## config.mk

```make
export PLATFORM = sky130hd
export DESIGN_NAME = lpc_cycle_decoder
export DESIGN_NICKNAME = d
export VERILOG_FILES = /design/src/rtl/lpcd_pkg.sv /design/src/rtl/lpcd_hdr_dec.sv /design/src/rtl/lpcd_nib_collect.sv /design/src/rtl/lpcd_resp_drv.sv /design/src/rtl/lpc_cycle_decoder.sv
export SDC_FILE = /design/constraint.sdc
export NUM_CORES = 1
export LEC_CHECK = 0
export BUFFER_PORTS_ARGS = -buffer_cell sky130_fd_sc_hd__buf_2
export CORE_MARGIN = 2
export CORE_UTILIZATION = 60
export DETAILED_ROUTE_END_ITERATION = 10
export PLACE_DENSITY = 0.86
export RECOVER_POWER = 50
export SETUP_SLACK_MARGIN = 0.15
export SYNTH_ARGS = -nofsm -noshare
export SYNTH_HDL_FRONTEND = slang
export SYNTH_SLANG_ARGS = --single-unit
export TNS_END_PERCENT = 1
```

## constraint.sdc

```tcl
create_clock -name clk -period 4.8 [get_ports clk]
set_clock_uncertainty 0.2 [all_clocks]
set_input_delay 0.48 -clock clk [delete_from_list [all_inputs] [get_ports clk]]
set_output_delay 0.48 -clock clk [all_outputs]
set_load 0.02 [all_outputs]
```

## src/rtl/lpcd_pkg.sv

```systemverilog
package lpcd_pkg;

  typedef enum logic [1:0] {
    KIND_IO  = 2'd0,
    KIND_MEM = 2'd1,
    KIND_DMA = 2'd2,
    KIND_FW  = 2'd3
  } lpcd_kind_e;

  typedef enum logic [3:0] {
    ST_IDLE,
    ST_START,
    ST_ADDR,
    ST_FWSZ,
    ST_WDAT,
    ST_TARH,
    ST_SYNC,
    ST_RDAT,
    ST_TART
  } lpcd_state_e;

  typedef struct packed {
    logic       valid;
    lpcd_kind_e kind;
    logic       write;
    logic [3:0] nibs;
  } lpcd_hdr_t;

  localparam logic [3:0] START_NORMAL = 4'h0;
  localparam logic [3:0] START_FW_RD  = 4'hD;
  localparam logic [3:0] START_FW_WR  = 4'hE;

  localparam logic [3:0] NIB_IO  = 4'd4;
  localparam logic [3:0] NIB_MEM = 4'd8;
  localparam logic [3:0] NIB_FW  = 4'd7;

  localparam logic [3:0] SYNC_READY = 4'h0;

endpackage

```

## src/rtl/lpcd_hdr_dec.sv

```systemverilog
module lpcd_hdr_dec
  import lpcd_pkg::*;
(
  input  logic [3:0] start_code,
  input  logic [2:0] type_bits,
  output lpcd_hdr_t  hdr
);

  always_comb begin
    hdr = '0;
    unique case (start_code)
      START_NORMAL: begin
        unique case (type_bits)
          3'd0: begin hdr.valid = 1'b1; hdr.kind = KIND_IO;  hdr.write = 1'b0; hdr.nibs = NIB_IO;  end
          3'd1: begin hdr.valid = 1'b1; hdr.kind = KIND_IO;  hdr.write = 1'b1; hdr.nibs = NIB_IO;  end
          3'd2: begin hdr.valid = 1'b1; hdr.kind = KIND_MEM; hdr.write = 1'b0; hdr.nibs = NIB_MEM; end
          3'd3: begin hdr.valid = 1'b1; hdr.kind = KIND_MEM; hdr.write = 1'b1; hdr.nibs = NIB_MEM; end
          3'd4, 3'd5: begin hdr.valid = 1'b0; hdr.kind = KIND_DMA; end
          default: hdr.valid = 1'b0;
        endcase
      end
      START_FW_RD, START_FW_WR: begin
        hdr.valid = 1'b1;
        hdr.kind  = KIND_FW;
        hdr.write = (start_code == START_FW_WR);
        hdr.nibs  = NIB_FW;
      end
      default: hdr.valid = 1'b0;
    endcase
  end

endmodule

```

## src/rtl/lpcd_nib_collect.sv

```systemverilog
module lpcd_nib_collect #(
  parameter int ADDR_W   = 32,
  parameter int DATA_NIB = 4,
  localparam int DATA_W  = DATA_NIB * 4,
  localparam int IDX_W   = $clog2(DATA_NIB)
) (
  input  logic              clk,
  input  logic              rst_n,
  input  logic              clr,
  input  logic              addr_shift,
  input  logic              data_wr,
  input  logic [IDX_W-1:0]  data_idx,
  input  logic [3:0]        nib,
  output logic [ADDR_W-1:0] addr,
  output logic [DATA_W-1:0] wdata
);

  logic [ADDR_W-1:0] addr_q, addr_n;
  logic [DATA_W-1:0] wdata_q, wdata_n;
  logic              en;

  assign en = clr | addr_shift | data_wr;

  always_comb begin
    addr_n  = addr_q;
    wdata_n = wdata_q;
    if (clr) begin
      addr_n  = '0;
      wdata_n = '0;
    end else begin
      if (addr_shift) addr_n = {addr_q[ADDR_W-5:0], nib};
      for (int i = 0; i < DATA_NIB; i++) begin
        if (data_wr && data_idx == IDX_W'(i)) wdata_n[i*4 +: 4] = nib;
      end
    end
  end

  always_ff @(posedge clk or negedge rst_n) begin
    if (!rst_n) begin
      addr_q  <= '0;
      wdata_q <= '0;
    end else if (en) begin
      addr_q  <= addr_n;
      wdata_q <= wdata_n;
    end
  end

  assign addr  = addr_q;
  assign wdata = wdata_q;

endmodule

```

## src/rtl/lpcd_resp_drv.sv

```systemverilog
module lpcd_resp_drv
  import lpcd_pkg::*;
#(
  parameter int DATA_NIB = 4,
  localparam int DATA_W  = DATA_NIB * 4,
  localparam int IDX_W   = $clog2(DATA_NIB)
) (
  input  logic             clk,
  input  logic             rst_n,
  input  logic             rd_load,
  input  logic [DATA_W-1:0] rd_data,
  input  logic             drive_sync,
  input  logic             drive_data,
  input  logic [IDX_W-1:0] data_idx,
  output logic [3:0]       lad_out,
  output logic             lad_oe
);

  logic [DATA_W-1:0] rd_q;
  logic [3:0]        data_nib;

  always_ff @(posedge clk or negedge rst_n) begin
    if (!rst_n)       rd_q <= '0;
    else if (rd_load) rd_q <= rd_data;
  end

  always_comb begin
    data_nib = 4'h0;
    for (int i = 0; i < DATA_NIB; i++) begin
      if (data_idx == IDX_W'(i)) data_nib = rd_q[i*4 +: 4];
    end
  end

  always_comb begin
    lad_out = 4'h0;
    if (drive_sync)      lad_out = SYNC_READY;
    else if (drive_data) lad_out = data_nib;
  end

  assign lad_oe = drive_sync | drive_data;

endmodule

```

## src/rtl/lpc_cycle_decoder.sv

```systemverilog
module lpc_cycle_decoder
  import lpcd_pkg::*;
#(
  parameter int ADDR_W   = 32,
  parameter int DATA_NIB = 4,
  parameter int TAR_CYC  = 2,
  localparam int DATA_W  = DATA_NIB * 4,
  localparam int IDX_W   = $clog2(DATA_NIB),
  localparam int CNT_W   = 4
) (
  input  logic              clk,
  input  logic              rst_n,
  input  logic              lframe_n,
  input  logic [3:0]        lad_in,
  input  logic [DATA_W-1:0] rd_data,
  output logic [3:0]        lad_out,
  output logic              lad_oe,
  output logic              req_valid,
  output logic [1:0]        req_kind,
  output logic              req_write,
  output logic [ADDR_W-1:0] req_addr,
  output logic [1:0]        req_size,
  output logic [DATA_W-1:0] req_wdata
);

  // reset: asserted asynchronously, released on a clock edge
  logic [1:0] rst_sync_q;
  logic       rst_i_n;

  always_ff @(posedge clk or negedge rst_n) begin
    if (!rst_n) rst_sync_q <= 2'b00;
    else        rst_sync_q <= {rst_sync_q[0], 1'b1};
  end
  assign rst_i_n = rst_sync_q[1];

  lpcd_state_e      state_q, state_n;
  logic [CNT_W-1:0] cnt_q, cnt_n;
  logic [IDX_W-1:0] idx_q, idx_n;
  lpcd_kind_e       kind_q, kind_n;
  logic             write_q, write_n;
  logic             wide_q, wide_n;
  logic [3:0]       start_q, start_n;
  logic             req_q, req_n;

  logic             clr, addr_shift, data_wr, rd_load;
  logic [IDX_W-1:0] last_idx;
  lpcd_hdr_t        hdr;

  lpcd_hdr_dec u_hdr (
    .start_code (start_q),
    .type_bits  (lad_in[3:1]),
    .hdr        (hdr)
  );

  assign last_idx = wide_q ? IDX_W'(DATA_NIB - 1) : IDX_W'(1);

  always_comb begin
    state_n    = state_q;
    cnt_n      = cnt_q;
    idx_n      = idx_q;
    kind_n     = kind_q;
    write_n    = write_q;
    wide_n     = wide_q;
    start_n    = start_q;
    req_n      = 1'b0;
    clr        = 1'b0;
    addr_shift = 1'b0;
    data_wr    = 1'b0;
    rd_load    = 1'b0;
    if (!lframe_n) begin
      state_n = ST_START;
      start_n = lad_in;
      clr     = 1'b1;
    end else begin
      unique case (state_q)
        ST_IDLE: state_n = ST_IDLE;
        ST_START: begin
          if (hdr.valid) begin
            state_n = ST_ADDR;
            kind_n  = hdr.kind;
            write_n = hdr.write;
            cnt_n   = hdr.nibs;
            wide_n  = 1'b0;
            idx_n   = '0;
          end else begin
            state_n = ST_IDLE;
          end
        end
        ST_ADDR: begin
          addr_shift = 1'b1;
          cnt_n      = cnt_q - 1'b1;
          if (cnt_q == CNT_W'(1)) begin
            if (kind_q == KIND_FW) begin
              state_n = ST_FWSZ;
            end else if (write_q) begin
              state_n = ST_WDAT;
            end else begin
              req_n   = 1'b1;
              state_n = ST_TARH;
              cnt_n   = CNT_W'(TAR_CYC);
            end
          end
        end
        ST_FWSZ: begin
          if (lad_in == 4'h0 || lad_in == 4'h1) begin
            wide_n = lad_in[0];
            if (write_q) begin
              state_n = ST_WDAT;
            end else begin
              req_n   = 1'b1;
              state_n = ST_TARH;
              cnt_n   = CNT_W'(TAR_CYC);
            end
          end else begin
            state_n = ST_IDLE;
          end
        end
        ST_WDAT: begin
          data_wr = 1'b1;
          idx_n   = idx_q + 1'b1;
          if (idx_q == last_idx) begin
            req_n   = 1'b1;
            state_n = ST_TARH;
            cnt_n   = CNT_W'(TAR_CYC);
            idx_n   = '0;
          end
        end
        ST_TARH: begin
          cnt_n = cnt_q - 1'b1;
          if (cnt_q == CNT_W'(1)) begin
            rd_load = 1'b1;
            state_n = ST_SYNC;
          end
        end
        ST_SYNC: begin
          idx_n = '0;
          if (write_q) begin
            state_n = ST_TART;
            cnt_n   = CNT_W'(TAR_CYC);
          end else begin
            state_n = ST_RDAT;
          end
        end
        ST_RDAT: begin
          idx_n = idx_q + 1'b1;
          if (idx_q == last_idx) begin
            state_n = ST_TART;
            cnt_n   = CNT_W'(TAR_CYC);
            idx_n   = '0;
          end
        end
        ST_TART: begin
          cnt_n = cnt_q - 1'b1;
          if (cnt_q == CNT_W'(1)) state_n = ST_IDLE;
        end
        default: state_n = ST_IDLE;
      endcase
    end
  end

  always_ff @(posedge clk or negedge rst_i_n) begin
    if (!rst_i_n) begin
      state_q <= ST_IDLE;
      cnt_q   <= '0;
      idx_q   <= '0;
      kind_q  <= KIND_IO;
      write_q <= 1'b0;
      wide_q  <= 1'b0;
      start_q <= 4'hF;
      req_q   <= 1'b0;
    end else begin
      state_q <= state_n;
      cnt_q   <= cnt_n;
      idx_q   <= idx_n;
      kind_q  <= kind_n;
      write_q <= write_n;
      wide_q  <= wide_n;
      start_q <= start_n;
      req_q   <= req_n;
    end
  end

  lpcd_nib_collect #(.ADDR_W(ADDR_W), .DATA_NIB(DATA_NIB)) u_collect (
    .clk        (clk),
    .rst_n      (rst_i_n),
    .clr        (clr),
    .addr_shift (addr_shift),
    .data_wr    (data_wr),
    .data_idx   (idx_q),
    .nib        (lad_in),
    .addr       (req_addr),
    .wdata      (req_wdata)
  );

  lpcd_resp_drv #(.DATA_NIB(DATA_NIB)) u_resp (
    .clk        (clk),
    .rst_n      (rst_i_n),
    .rd_load    (rd_load),
    .rd_data    (rd_data),
    .drive_sync (state_q == ST_SYNC),
    .drive_data (state_q == ST_RDAT),
    .data_idx   (idx_q),
    .lad_out    (lad_out),
    .lad_oe     (lad_oe)
  );

  assign req_valid = req_q;
  assign req_kind  = kind_q;
  assign req_write = write_q;
  assign req_size  = {1'b0, wide_q};

  AST_REQ_ONE_CYCLE: assert property (@(posedge clk) disable iff (!rst_i_n)
    req_valid |=> !req_valid);
  AST_TAR_RELEASED: assert property (@(posedge clk) disable iff (!rst_i_n)
    req_valid |-> !lad_oe);
  AST_TAR_SECOND: assert property (@(posedge clk) disable iff (!rst_i_n)
    (req_valid && lframe_n) |=> !lad_oe);
  AST_SYNC_FIRST: assert property (@(posedge clk) disable iff (!rst_i_n)
    $rose(lad_oe) |-> (lad_out == SYNC_READY));
  AST_ABORT_SILENT: assert property (@(posedge clk) disable iff (!rst_i_n)
    !lframe_n |=> (!req_valid && !lad_oe));
  AST_NO_DMA_REQ: assert property (@(posedge clk) disable iff (!rst_i_n)
    req_valid |-> (req_kind != KIND_DMA));
  AST_HOST_BYTE: assert property (@(posedge clk) disable iff (!rst_i_n)
    (req_valid && req_kind != KIND_FW) |-> (req_size == 2'b00));
  AST_IO_ADDR_HIGH: assert property (@(posedge clk) disable iff (!rst_i_n)
    (req_valid && req_kind == KIND_IO) |-> (req_addr[ADDR_W-1:16] == '0));

endmodule

```

==> results.cfg, run 1 <==
[outcome]
status = complete, no violations

[synth]
ys_seq_area_share_pct = 50.31
synth_area_um2 = 4238
synth_edf_count = 0
synth_warnings = 0
yosysTopAreaCell = dfrtp_1
synth_top_cell_area_share_pct = 47.83
postSynthAreaPerCell_um2 = 9.698
synthTopCellsByArea = dfrtp_1 48%, nand2_1 8.3%, a21oi_1 7.6%
synthArstFlopShare_pct = 100.0
synthDistinctLibCells = 58
syn_inst = 437
synth_nets = 466
ys_ff_latch = 85
synth_top_flop_cell = dfrtp_1

[grt]
grt_max_degree = 84
grt_pass1_wl_um = 15270
grt_pass1_vias = 3159
track_usage_pct = 25.85
overflow = 0
antenna_found_initial = 0

[drt]
dr.pass1.iters = 5
drt_iter0_drc = 288
ant_nets = 0
wirelength_um = 9657
drc = 0
via_per_inst = 5.844
num_vias = 3518
wire_per_inst_um = 16.04

[cts]
clk_transition_reported_paths_ps = 90
worstSkewPairLatency_ps = 360
cts_setup_buffers = 0
cts_made_buffers = 9
root_buffer = clkbuf_8
cts-htree-levels = 3
clockBufferDepth = 2
cts_tree = done
numClockSinks = 85

[placement]
dpl_cell_area_um2 = 4641
port_buffers = 80
finalWeightedCongestion = 0.8540
hpwl_um = 6549
dpl.cell_count = 585

[pwr]
p_clk_share_pct = 23.2
peakVddDrop_v = 0.0003326
p_sw_uw = 738.4
p_leak_nw = 2.118
combPwrFrac_pct = 30.8
p_per_area_nw_per_um2 = 421.9
seqPwrFrac_pct = 46.1
p_sw_share_pct = 36.45
p_int_mw = 1.287

[worst_setup_path]
cp-end-kind = register
critPathRequiredTime_ps = 4860
crit_fanout = 37
path_class = reg -> reg
startpoint_type = register
arrival_ps = 3040

[cells_and_area]
final_cells = 602
antenna_cells = 0
drive_above_1_share_pct = 23.12
utilization_pct = 70.29
fin_area_um2 = 4802
mostFrequentLayoutCells = 94 x nand2_1, 80 x dfrtp_1, 64 x a21oi_1, 55 x buf_2, 25 x clkbuf_1
synthToLayoutAreaGrowth_pct = 13.32
finalNetCount = 530
final_common_cell = nand2_1

[hold_path]
hold_path.class = in -> reg

[timing]
period_needed_ps = 2974
hold_violations = 0
tightest_slew_ps = 1180
max_freq_mhz = 336.2
maxSlewViolCount = 0
slew_headroom_pct = 21.34
setup_viol = 0
rsz0062_at_grt = false
fin_crit_sh_pct = 61.97
final.setup.tns_ps = 0

[flow_run]
maxCapViolations = 0

[floorplan]
rows = 30
start_util_pct = 62.03
dieHeight_um = 88.04
io_pins = 82
core_um2 = 6832
die_w_um = 88.04
die_area_um2 = 7751
-- sequential cells by signal, indices dropped and copies added, names as in the netlist --
name,flops
cnt_q,4
idx_q,2
req_kind,2
req_valid,1
req_write,1
rst_sync_q,2
start_q,4
state_q,4
u_collect.addr,32
u_collect.wdata,16
u_resp.rd_q,16
wide_q,1
-- kinds of logic after synthesis --
| group | after synthesis | share of synthesized area, % |
|---|---|---|
| multiplexers | 28 | 8.208 |
| XOR/XNOR | 2 | 0.4134 |
| AO/OA/AOI/OAI | 105 | 15.41 |
| AND/OR/NAND/NOR | 168 | 19.13 |
| flip-flops | 85 | 50.31 |
| adder cells (fa/ha/maj) | 6 | 1.771 |
| buffers and inverters | 41 | 4.576 |
| other | 2 | 0.1772 |
-- synthesized netlist by cell type (2+ instances only) --
master / instances
dfstp_2: 4
buf_2: 4
o22ai_1: 3
nand2b_1: 7
clkbuf_1: 22
o21ai_0: 10
buf_4: 3
o31a_1: 2
a211oi_1: 2
ha_1: 6
nand3b_1: 2
nor2b_1: 7
mux2i_1: 4
nand3_1: 19
mux2_2: 14
nor3b_1: 3
xnor2_1: 2
dfrtp_1: 81
a221oi_1: 4
inv_1: 9
nand2_1: 94
or3_1: 3
mux2_4: 10
a21oi_1: 64
nor3_1: 9
o21ba_2: 2
nor2_1: 8
conb_1: 2
or4b_1: 2
o211ai_1: 7
-- cell type report --
| cell class | instances | area [um^2] |
|---|---|---|
| Clock buffer | 10 | 137.6 |
| Clock inverter | 6 | 45.04 |
| Fill cell | 584 | 2029 |
| Inverter | 10 | 37.54 |
| Multi-Input combinational cell | 311 | 1924 |
| Sequential cell | 85 | 2136 |
| Tap cell | 96 | 120.1 |
| Timing Repair Buffer | 84 | 401.6 |
-- per-layer routing --
metal | track usage, % | up-vias | wire (um)
met2 | 40.56 | 146 | 4751
met3 | 6.598 | 11 | 679
met5 | 0 | - | 0
met1 | 35.64 | 1716 | 4122
li1 | - | 1645 | -
met4 | 8.264 | 0 | 103
-- critical path, cell delays in order, from the launching register on --
cell and delay, ps:
dfrtp_1 690, or4b_1 1000, o211ai_1 180, a21oi_1 440, nor2_1 110, a311oi_1 260
-- through the flow --
stage	hold slack [ps]	power, mW	setup WS (ps)
6_report	148.3	2.026	1826
3_5_place_dp	65.15	1.560	1880
4_1_cts	139.7	2.027	1865
2_1_floorplan	-15.59	1.405	2064
5_1_grt	118.7	2.150	1500
3_3_place_gp	64.99	1.533	2006
-- worst paths after layout --
check                                                    to  cells past startpoint               startpoint  slack (ps)
worst max-delay path                 state_q[2]$_DFFE_PN0P_                      5   state_q[3]$_DFFE_PN0P_        1830
worst min-delay path            u_resp.rd_q[12]$_DFFE_PN0P_                      2              rd_data[12]         150
worst max register to register       state_q[2]$_DFFE_PN0P_                      5   state_q[3]$_DFFE_PN0P_        1830
worst min register to register      rst_sync_q[1]$_DFF_PN0_                      0  rst_sync_q[0]$_DFF_PN0_         160
max in group asynchronous        u_resp.rd_q[8]$_DFFE_PN0P_                      0  rst_sync_q[1]$_DFF_PN0_        3420
min in group asynchronous           rst_sync_q[1]$_DFF_PN0_                      2                    rst_n         230
-- what timing repair did --
item / 4_1_cts / 5_1_grt
gates resized for setup: 0 / 0
endpoints found under the hold margin: 2 / 0
hold buffers: 1 / 0
-- power by group through the flow --
stage	registers, mW	clock network [mW]	logic [mW]
4_1_cts	0.930	0.476	0.621
5_1_grt	0.949	0.519	0.682
2_1_floorplan	0.911	0	0.494
3_5_place_dp	0.943	0	0.617
3_3_place_gp	0.935	0	0.598
6_report	0.933	0.470	0.623
Note: power is estimated with default switching activity, not from simulation.
==> run 2, diff against run 1 <==
- CORE_UTILIZATION: 60 -> 50
- PLACE_DENSITY: 0.86 -> 0.76
- clock period: 4.8 -> 2.5 ns (I/O delays scaled with it)
==> run 2 against run 1 <==
  * The run now ends with capacitance limit, slew limit left
  * Clock-buffer cell count did not move
  * First-iteration DRC count down 26%
  * Worst setup slack got worse by 1800 ps
  * Design area rose by 9.2%
  * Via count up 5.6%
  * Clock power increased by 100%
  * Non-clock buffer count rose by 36
  * Hold slack worse by 130 ps
  * Power increased by 110%
  * Combinational power grew to 2.5 times the previous value
  * Critical endpoint is now lad_out[3]
  * Largest power group unchanged
==> results.cfg, run 2 (synthesis results as in run 1) <==
[grt]
grt_max_degree = 52
antenna_found_initial = 0
track_usage_pct = 23.93
grt_pass1_vias = 3452
overflow = 0
grt_pass1_wl_um = 16790

[timing]
period_needed_ps = 2436
setup_viol = 0
max_freq_mhz = 410.6
rsz0062_at_grt = true
hold_violations = 0
fin_crit_sh_pct = 97.43
final.setup.tns_ps = 0
slew_headroom_pct = -13.54
maxSlewViolCount = 40
tightest_slew_ps = 1703

[worst_setup_path]
rrSetupSlack_ps = 100
cp-end-kind = output pin
crit_fanout = 4
critPathRequiredTime_ps = 2050
reg2reg_depth = 5
worstSetupEndpoint = lad_out[3]
arrival_ps = 1990
timing.rr.end = u_resp.rd_q[7]$_DFFE_PN0P_
r2r_start = cnt_q[1]$_DFFE_PN0P_
crit_path_start = idx_q[0]$_DFFE_PN0P_
path_class = reg -> out
startpoint_type = register

[pwr]
p_per_area_nw_per_um2 = 819.5
p_total_mw = 4.296
peakVddDrop_v = 0.0005593
p_leak_nw = 2.323

[drt]
via_per_inst = 5.740
dr.pass1.iters = 5
wirelength_um = 10780
wire_per_inst_um = 16.66
ant_nets = 0
drc = 0
num_vias = 3714
drt_iter0_drc = 214

[cts]
numClockSinks = 85
root_buffer = clkbuf_8
cts_tree = done
cts-htree-levels = 3
clockBufferDepth = 2
cts_made_buffers = 9
worstSkewPairLatency_ps = 370
clk_transition_reported_paths_ps = 90

[placement]
port_buffers = 80
finalWeightedCongestion = 0.9762
hpwl_um = 7025
dpl_cell_area_um2 = 4777

[cells_and_area]
fin_area_um2 = 5243
drive_above_1_share_pct = 27.12
finalNetCount = 566
largest_reg_flops = 32
regArea_um2 = 2136
mostFrequentLayoutCells = 94 x nand2_1, 78 x dfrtp_1, 64 x a21oi_1, 56 x buf_2, 23 x clkbuf_1
antenna_cells = 0
final_common_cell = nand2_1
multi_input_area_um2 = 2008
fill_cells = 695
synthToLayoutAreaGrowth_pct = 23.71

[floorplan]
dieHeight_um = 96.07
die_area_um2 = 9228
start_util_pct = 51.58
die_w_um = 96.07
io_pins = 82
rows = 33
core_um2 = 8217

[hold_path]
hold_path.class = in -> reg

[flow_run]
maxCapViolations = 1

[outcome]
failed_checks = capacitance limit, slew limit
status = finished, violations left
run 2: cell types whose count changed in the layout (fill, tap and decap cells not counted), moves of 3 or more:
cell | previous run | this run
buf_4 | 3 | 20
dfrtp_2 | 0 | 3
dfstp_1 | 0 | 4
dfstp_2 | 4 | 0
dlygate4sd3_1 | 1 | 18
ha_1 | 6 | 3
ha_4 | 0 | 3
run 2: worst min path at each step:
| stage | from | endpoint | slack, ps | cells past startpoint |
|---|---|---|---|---|
| after detailed placement | rst_n | rst_sync_q[0]$_DFF_PN0_ | -160 | 1 |
| after floorplan | rst_n | rst_sync_q[0]$_DFF_PN0_ | -250 | 0 |
| after global placement | rst_n | rst_sync_q[0]$_DFF_PN0_ | -170 | 1 |
| final | lad_in[0] | u_collect.addr[0]$_DFFE_PN0P_ | 20 | 3 |
| after CTS | lad_in[0] | u_collect.addr[0]$_DFFE_PN0P_ | 20 | 3 |
| after global routing | lad_in[0] | u_collect.wdata[0]$_DFFE_PN0P_ | 30 | 3 |
run 2: final cells by class:
type                       count  area share (%)
clock inverter                 6           1.002
clock buffer                  10           2.625
multi-input combinational    311           38.31
sequential                    85           40.74
inverter                      10          0.7160
timing repair buffer         120           14.11
tap                          105           2.506
run 2: per-layer routing:
metal	part of all wire, %	vias to the layer above	wire length (um)	track usage, %
met5	0	-	0	0
met4	2.0	0	218	9.762
met3	6.4	23	693	4.229
met2	48	153	5181	38.08
met1	43	1814	4686	32.43
li1	-	1724	-	-
run 2: timing repair:
action / in CTS / in global routing
setup endpoints to repair: 17 / 27
hold buffers: 18 / 0
pin swaps: 0 / 2
endpoints found under the hold margin: 18 / 0
setup buffers: 3 / 1
gates resized for setup: 12 / 11
run 2: where the power goes:
| part | internal (mW) | total, mW | switching, mW | leakage (nW) |
|---|---|---|---|---|
| clock network | 0.406 | 0.956 | 0.550 | 0.0918 |
| registers | 1.56 | 1.78 | 0.228 | 1.13 |
| logic | 0.723 | 1.56 | 0.833 | 1.10 |
| total | 2.69 | 4.30 | 1.61 | 2.32 |
run 2: critical path, stage by stage, from the launching register on:
cell      delay (ps)
dfrtp_1          410
buf_6            140
ha_4             180
buf_6            130
a221oi_4         300
nor3_2            60
a21oi_1          140
nor2_1            80
buf_4            170
run 2: metrics by stage:
step / setup WS (ps) / hold slack, ps / util [%] / cells
finish: 64.32 / 22.01 / 63.80 / 647
detailed placement: 122.1 / -163.5 / 58.14 / 609
global placement: 195.7 / -165.3 / 58.14 / 609
global route: -18.86 / 33.98 / 63.80 / 647
floorplan: 179.6 / -245.6 / - / 437
CTS: 107.4 / 17.87 / 63.59 / 646
